--- config.mk ---
export PLATFORM = sky130hd
export DESIGN_NAME = shared_sum_dp
export DESIGN_NICKNAME = d
export VERILOG_FILES = /design/src/rtl/sumdp_pkg.sv /design/src/rtl/sumdp_adder.sv /design/src/rtl/sumdp_ctrl.sv /design/src/rtl/sumdp_lane.sv /design/src/rtl/shared_sum_dp.sv
export SDC_FILE = /design/constraint.sdc
export NUM_CORES = 1
export LEC_CHECK = 0
export BUFFER_PORTS_ARGS = -buffer_cell sky130_fd_sc_hd__buf_2
export CAP_MARGIN = 5
export CELL_PAD_IN_SITES_DETAIL_PLACEMENT = 1
export CELL_PAD_IN_SITES_GLOBAL_PLACEMENT = 1
export CORE_MARGIN = 2
export CORE_UTILIZATION = 30
export CTS_BUF_LIST = sky130_fd_sc_hd__clkbuf_4 sky130_fd_sc_hd__clkbuf_8
export CTS_CLUSTER_SIZE = 30
export DETAILED_ROUTE_END_ITERATION = 16
export PLACE_DENSITY_LB_ADDON = 0.1
export SYNTH_ARGS = -nofsm -noshare
export SYNTH_HDL_FRONTEND = slang
export SYNTH_HIERARCHICAL = 1
export SYNTH_SLANG_ARGS = --single-unit
export TNS_END_PERCENT = 1
--- constraint.sdc ---
create_clock -name clk -period 2.9 [get_ports clk]
set_input_delay 0.29 -clock clk [delete_from_list [all_inputs] [get_ports clk]]
set_output_delay 0.29 -clock clk [all_outputs]
set_load 0.01 [all_outputs]
--- src/rtl/sumdp_pkg.sv ---
package sumdp_pkg;

    // Control steps of one computation.
    typedef enum logic [2:0] {
        ST_IDLE  = 3'd0,
        ST_LOAD  = 3'd1,
        ST_STEP1 = 3'd2,
        ST_STEP2 = 3'd3,
        ST_DONE  = 3'd4
    } sumdp_state_e;

    // Source choice for a register input multiplexer.
    typedef enum logic [1:0] {
        SRC_HOLD  = 2'd0,
        SRC_EARLY = 2'd1,
        SRC_LATE  = 2'd2,
        SRC_SUM   = 2'd3
    } sumdp_src_e;

    // Per-step steering for one lane.
    typedef struct packed {
        sumdp_src_e acc_sel;
        sumdp_src_e opd_sel;
    } sumdp_lane_ctl_t;

    typedef struct packed {
        sumdp_state_e state;
    } sumdp_ctrl_reg_t;

endpackage

--- src/rtl/sumdp_adder.sv ---
module sumdp_adder #(
    parameter int WIDTH = 16
) (
    input  logic [WIDTH-1:0] lhs,
    input  logic [WIDTH-1:0] rhs,
    output logic [WIDTH-1:0] sum
);

    // Carry out is dropped, so results wrap modulo 2^WIDTH.
    always_comb begin
        sum = lhs + rhs;
    end

endmodule

--- src/rtl/sumdp_ctrl.sv ---
module sumdp_ctrl
    import sumdp_pkg::*;
(
    input  logic            clk,
    input  logic            rst_n,
    input  logic            start,
    output sumdp_lane_ctl_t lane_ctl,
    output sumdp_state_e    state,
    output logic            done
);

    sumdp_ctrl_reg_t r_d, r_q;

    always_comb begin
        r_d      = r_q;
        lane_ctl = '{acc_sel: SRC_HOLD, opd_sel: SRC_HOLD};
        unique case (r_q.state)
            ST_IDLE: begin
                if (start) r_d.state = ST_LOAD;
            end
            ST_LOAD: begin
                lane_ctl  = '{acc_sel: SRC_EARLY, opd_sel: SRC_EARLY};
                r_d.state = ST_STEP1;
            end
            ST_STEP1: begin
                lane_ctl  = '{acc_sel: SRC_SUM, opd_sel: SRC_LATE};
                r_d.state = ST_STEP2;
            end
            ST_STEP2: begin
                lane_ctl  = '{acc_sel: SRC_SUM, opd_sel: SRC_HOLD};
                r_d.state = ST_DONE;
            end
            ST_DONE: begin
                r_d.state = ST_IDLE;
            end
            default: r_d.state = ST_IDLE;
        endcase
    end

    always_ff @(posedge clk or negedge rst_n) begin
        if (!rst_n) r_q <= '{state: ST_IDLE};
        else        r_q <= r_d;
    end

    assign state = r_q.state;
    assign done  = (r_q.state == ST_DONE);

endmodule

--- src/rtl/sumdp_lane.sv ---
module sumdp_lane
    import sumdp_pkg::*;
#(
    parameter int WIDTH = 16
) (
    input  logic             clk,
    input  logic             rst_n,
    input  sumdp_lane_ctl_t  ctl,
    input  logic [WIDTH-1:0] first_op,
    input  logic [WIDTH-1:0] second_op,
    input  logic [WIDTH-1:0] third_op,
    output logic [WIDTH-1:0] acc_out
);

    typedef struct packed {
        logic [WIDTH-1:0] acc;
        logic [WIDTH-1:0] opd;
    } lane_reg_t;

    lane_reg_t        r_d, r_q;
    logic [WIDTH-1:0] sum;

    sumdp_adder #(.WIDTH(WIDTH)) adder_i (
        .lhs (r_q.acc),
        .rhs (r_q.opd),
        .sum (sum)
    );

    always_comb begin
        r_d = r_q;
        // Accumulating register: port operand or adder output.
        unique case (ctl.acc_sel)
            SRC_EARLY: r_d.acc = first_op;
            SRC_SUM:   r_d.acc = sum;
            default:   r_d.acc = r_q.acc;
        endcase
        // Operand register: early or late port operand.
        unique case (ctl.opd_sel)
            SRC_EARLY: r_d.opd = second_op;
            SRC_LATE:  r_d.opd = third_op;
            default:   r_d.opd = r_q.opd;
        endcase
    end

    always_ff @(posedge clk or negedge rst_n) begin
        if (!rst_n) r_q <= '0;
        else        r_q <= r_d;
    end

    assign acc_out = r_q.acc;

endmodule

--- src/rtl/shared_sum_dp.sv ---
module shared_sum_dp
    import sumdp_pkg::*;
#(
    parameter int WIDTH = 16
) (
    input  logic             clk,
    input  logic             rst_n,
    input  logic             start,
    input  logic [WIDTH-1:0] a,
    input  logic [WIDTH-1:0] b,
    input  logic [WIDTH-1:0] c,
    input  logic [WIDTH-1:0] d,
    input  logic [WIDTH-1:0] e,
    input  logic [WIDTH-1:0] f,
    output logic [WIDTH-1:0] out1,
    output logic [WIDTH-1:0] out2,
    output logic             done
);

    localparam int NUM_LANES = 2;

    sumdp_lane_ctl_t                      lane_ctl;
    sumdp_state_e                         ctrl_state;
    logic [NUM_LANES-1:0][WIDTH-1:0]      op_first;
    logic [NUM_LANES-1:0][WIDTH-1:0]      op_second;
    logic [NUM_LANES-1:0][WIDTH-1:0]      op_third;
    logic [NUM_LANES-1:0][WIDTH-1:0]      lane_acc;

    assign op_first  = {d, a};
    assign op_second = {e, b};
    assign op_third  = {f, c};

    sumdp_ctrl ctrl_i (
        .clk      (clk),
        .rst_n    (rst_n),
        .start    (start),
        .lane_ctl (lane_ctl),
        .state    (ctrl_state),
        .done     (done)
    );

    for (genvar gi = 0; gi < NUM_LANES; gi++) begin : g_lane
        sumdp_lane #(.WIDTH(WIDTH)) lane_i (
            .clk       (clk),
            .rst_n     (rst_n),
            .ctl       (lane_ctl),
            .first_op  (op_first[gi]),
            .second_op (op_second[gi]),
            .third_op  (op_third[gi]),
            .acc_out   (lane_acc[gi])
        );
    end

    assign out1 = lane_acc[0];
    assign out2 = lane_acc[1];

endmodule

==> flow_summary.toml <==
[sta]
max-slew-margin-rel_pct = 24.8
fin_tns_setup_ps = 0
rsz0062_at_grt = "no"
worst_pin_slew_ps = 1130
hold_viol_final = 1
period_needed_ps = 2690
hold_ws_ps = -2.59
final.period_utilization_pct = 92.9
setup-violations-final = 0
slew_viol_final = 0
fin_skew_ps = 11.1
max_freq_ghz = 0.371

[critical_path]
crit_type = "flip-flop to flip-flop"
crit_arrival_ps = 2910
start_kind = "flip-flop"
cp-end-kind = "flip-flop"
crit_required_ps = 3120
critPathMaxFanout = 3

[clocking]
postCtsHoldBufs = 0
clk_pin_slew_ps = 80
post_cts_resized = 0
cts.sinks = 67
clock_tree.htree_level_count = 3
postCtsSetupBuffers = 0
cts_tree = "built"
cts_buffers = 9
worstSkewPairLatency_ps = 360
cts_root_buffer = "clkbuf_8"
clockBufferDepth = 2

[detailed_routing]
vias = 4013
vias_per_cell = 4.78
drt_iter0_drc = 114
drt-pass1-iter-count = 6
ant_nets = 0
wirelength_um = 13500
drc = 0
wl_per_cell_um = 16.1

[placement]
dp_hpwl_um = 10400
port_buffers = 131
place_congestion = 0.776
placed_cell_area_um2 = 5420

[synth]
synth-seq-cells = 67
syn_nets = 655
synthArstFlopShare_pct = 100
synth_most_common_cell = "dfrtp_1"
synth_top_area_cell = "dfrtp_1"
synth_enable_flop_cells = 0
ys_types = 38
synth.top_cells.by_count = "67 x dfrtp_1, 66 x a21oi_1, 66 x mux2i_1"
syn_area_per_cell_um2 = 9.27
synth_area_leaders = "dfrtp_1 35%, mux2i_1 14%, ha_1 8.3%"
netlist_instances = 522
syn_area_um2 = 4840
synth_top_area_share_pct = 34.7
ys_seq_area_share_pct = 34.7
synth_ff_type = "dfrtp_1"
yosys_warnings = 6

[global_route]
grt_max_degree = 37
antenna_found_initial = 0
grt_pass1_vias = 4232
gr-total-overflow = 0
grt_pass1_wl_um = 21500
grt_usage_pct = 16.4

[cells_and_area]
diodes = 0
stdcell_area_um2 = 5630
layout-drive-gt1-share_pct = 26.2
area_growth_pct = 16.4
utilization_pct = 35.6
nets = 751
fillCellCount = 1914

[floorplanning]
core-area_um2 = 15800
io_pins = 132
die_area_um2 = 17200
die_h_um = 131
initial_core_util_pct = 30.6
fp-row-count = 46
die_w_um = 131

[outcome]
violations = "negative hold slack"
outcome = "finished, violations left"

[worst_hold_path]
min_path_type = "input port to asynchronous set/reset pin"

[power_and_ir_drop]
powerDensity_nw_per_um2 = 1570
vdd_drop_max_mv = 0.539
cellLeakagePower_nw = 2.59

[job]
maxCapViolCount = 0
-- registers in the layout, summed over array words and instances (netlist names) --
signal and cells:
g_lane.lane_i/r_q 32, ctrl_i/state 3, g_lane.lane_i/acc_out 32
-- report_power, final --
| part | switching (mW) | total [mW] | internal (mW) | leakage (nW) |
|---|---|---|---|---|
| Combinational | 3.55 | 6.14 | 2.60 | 1.69 |
| Clock | 0.383 | 0.871 | 0.488 | 0.113 |
| Sequential | 0.386 | 1.84 | 1.46 | 0.787 |
-- metal layers --
metal,part of all wire (%),track usage (%),up-vias
li1,-,-,2009
met1,50,22.7,1906
met2,45,26.1,88
met3,3.7,2.57,10
met4,1.2,5.82,0
met5,0,0,-
-- cells in the final DEF, fill, tap and decap left out, drive strengths merged, types with 3 or more instances in the layout --
cell	n
dfrtp	67
a311oi	4
o21ai	48
clkinv	4
nor2	40
xnor2	21
xor2	10
o211ai	6
a21o	6
clkbuf	10
o21bai	4
nor3b	3
nor2b	5
nand3	8
ha	32
nor3	7
nand2	50
inv	8
mux2i	66
a21oi	66
buf	137
-- cell families (layout without fill, tap and decap cells) --
logic type / Yosys count / in the layout / synth area share [%]
multiplexers: 66 / 66 / 13.7
XOR/XNOR: 31 / 31 / 5.61
AND/OR/NAND/NOR: 120 / 120 / 10.7
adder cells (fa/ha/maj): 34 / 34 / 9.10
AO/OA/AOI/OAI: 144 / 144 / 17.2
buffers and inverters: 60 / 161 / 9.05
flip-flops: 67 / 67 / 34.7
-- metrics by stage --
step	hold WS (ps)	cells	total power, mW	setup slack [ps]
after floorplan	-5.59	522	6.89	555
after global placement	436	823	7.93	303
after detailed placement	409	823	8.08	258
after CTS	7.49	839	9.01	224
after global routing	30.6	839	9.82	22.1
final	-2.59	839	8.86	207
-- worst max-delay path: stages (launching register included) --
cell and delay (ps):
dfrtp_1 400, ha_1 230, fa_1 410, a21o_2 260, a311oi_2 420, o21ai_0 230
a311oi_1 300, nor3_1 80, mux2i_1 160, a21oi_1 80
-- final cells by class --
type / count / area (µm²) / area share [%]
clock inverters: 6 / 80.1 / 1.42
flip-flops and latches: 67 / 1680 / 29.8
clock buffers: 10 / 131 / 2.33
repair buffers: 137 / 713 / 12.7
multi-input cells: 395 / 2730 / 48.5
inverters: 8 / 30.0 / 0.533
well taps: 216 / 270 / 4.80
-- path summary, 6_finish.rpt --
| kind | startpoint | to | slack, ps | depth (start not counted) |
|---|---|---|---|---|
| min in group clk | start | ctrl_i/state[0]$_DFFE_PN0P_ | 190 | 3 |
| max in group asynchronous | rst_n | g_lane[0].lane_i/acc_out[13]$_DFFE_PN0P_ | 2220 | 2 |
| worst max-delay path | g_lane[1].lane_i/acc_out[0]$_DFFE_PN0P_ | g_lane[1].lane_i/acc_out[10]$_DFFE_PN0P_ | 210 | 9 |
| worst min-delay path | rst_n | g_lane[1].lane_i/acc_out[2]$_DFFE_PN0P_ | -3 | 1 |
| worst min register to register | g_lane[1].lane_i/r_q[8]$_DFFE_PN0P_ | g_lane[1].lane_i/r_q[8]$_DFFE_PN0P_ | 500 | 2 |
| worst max register to register | g_lane[1].lane_i/acc_out[0]$_DFFE_PN0P_ | g_lane[1].lane_i/acc_out[10]$_DFFE_PN0P_ | 210 | 9 |
(Power assumes the default switching activity.)
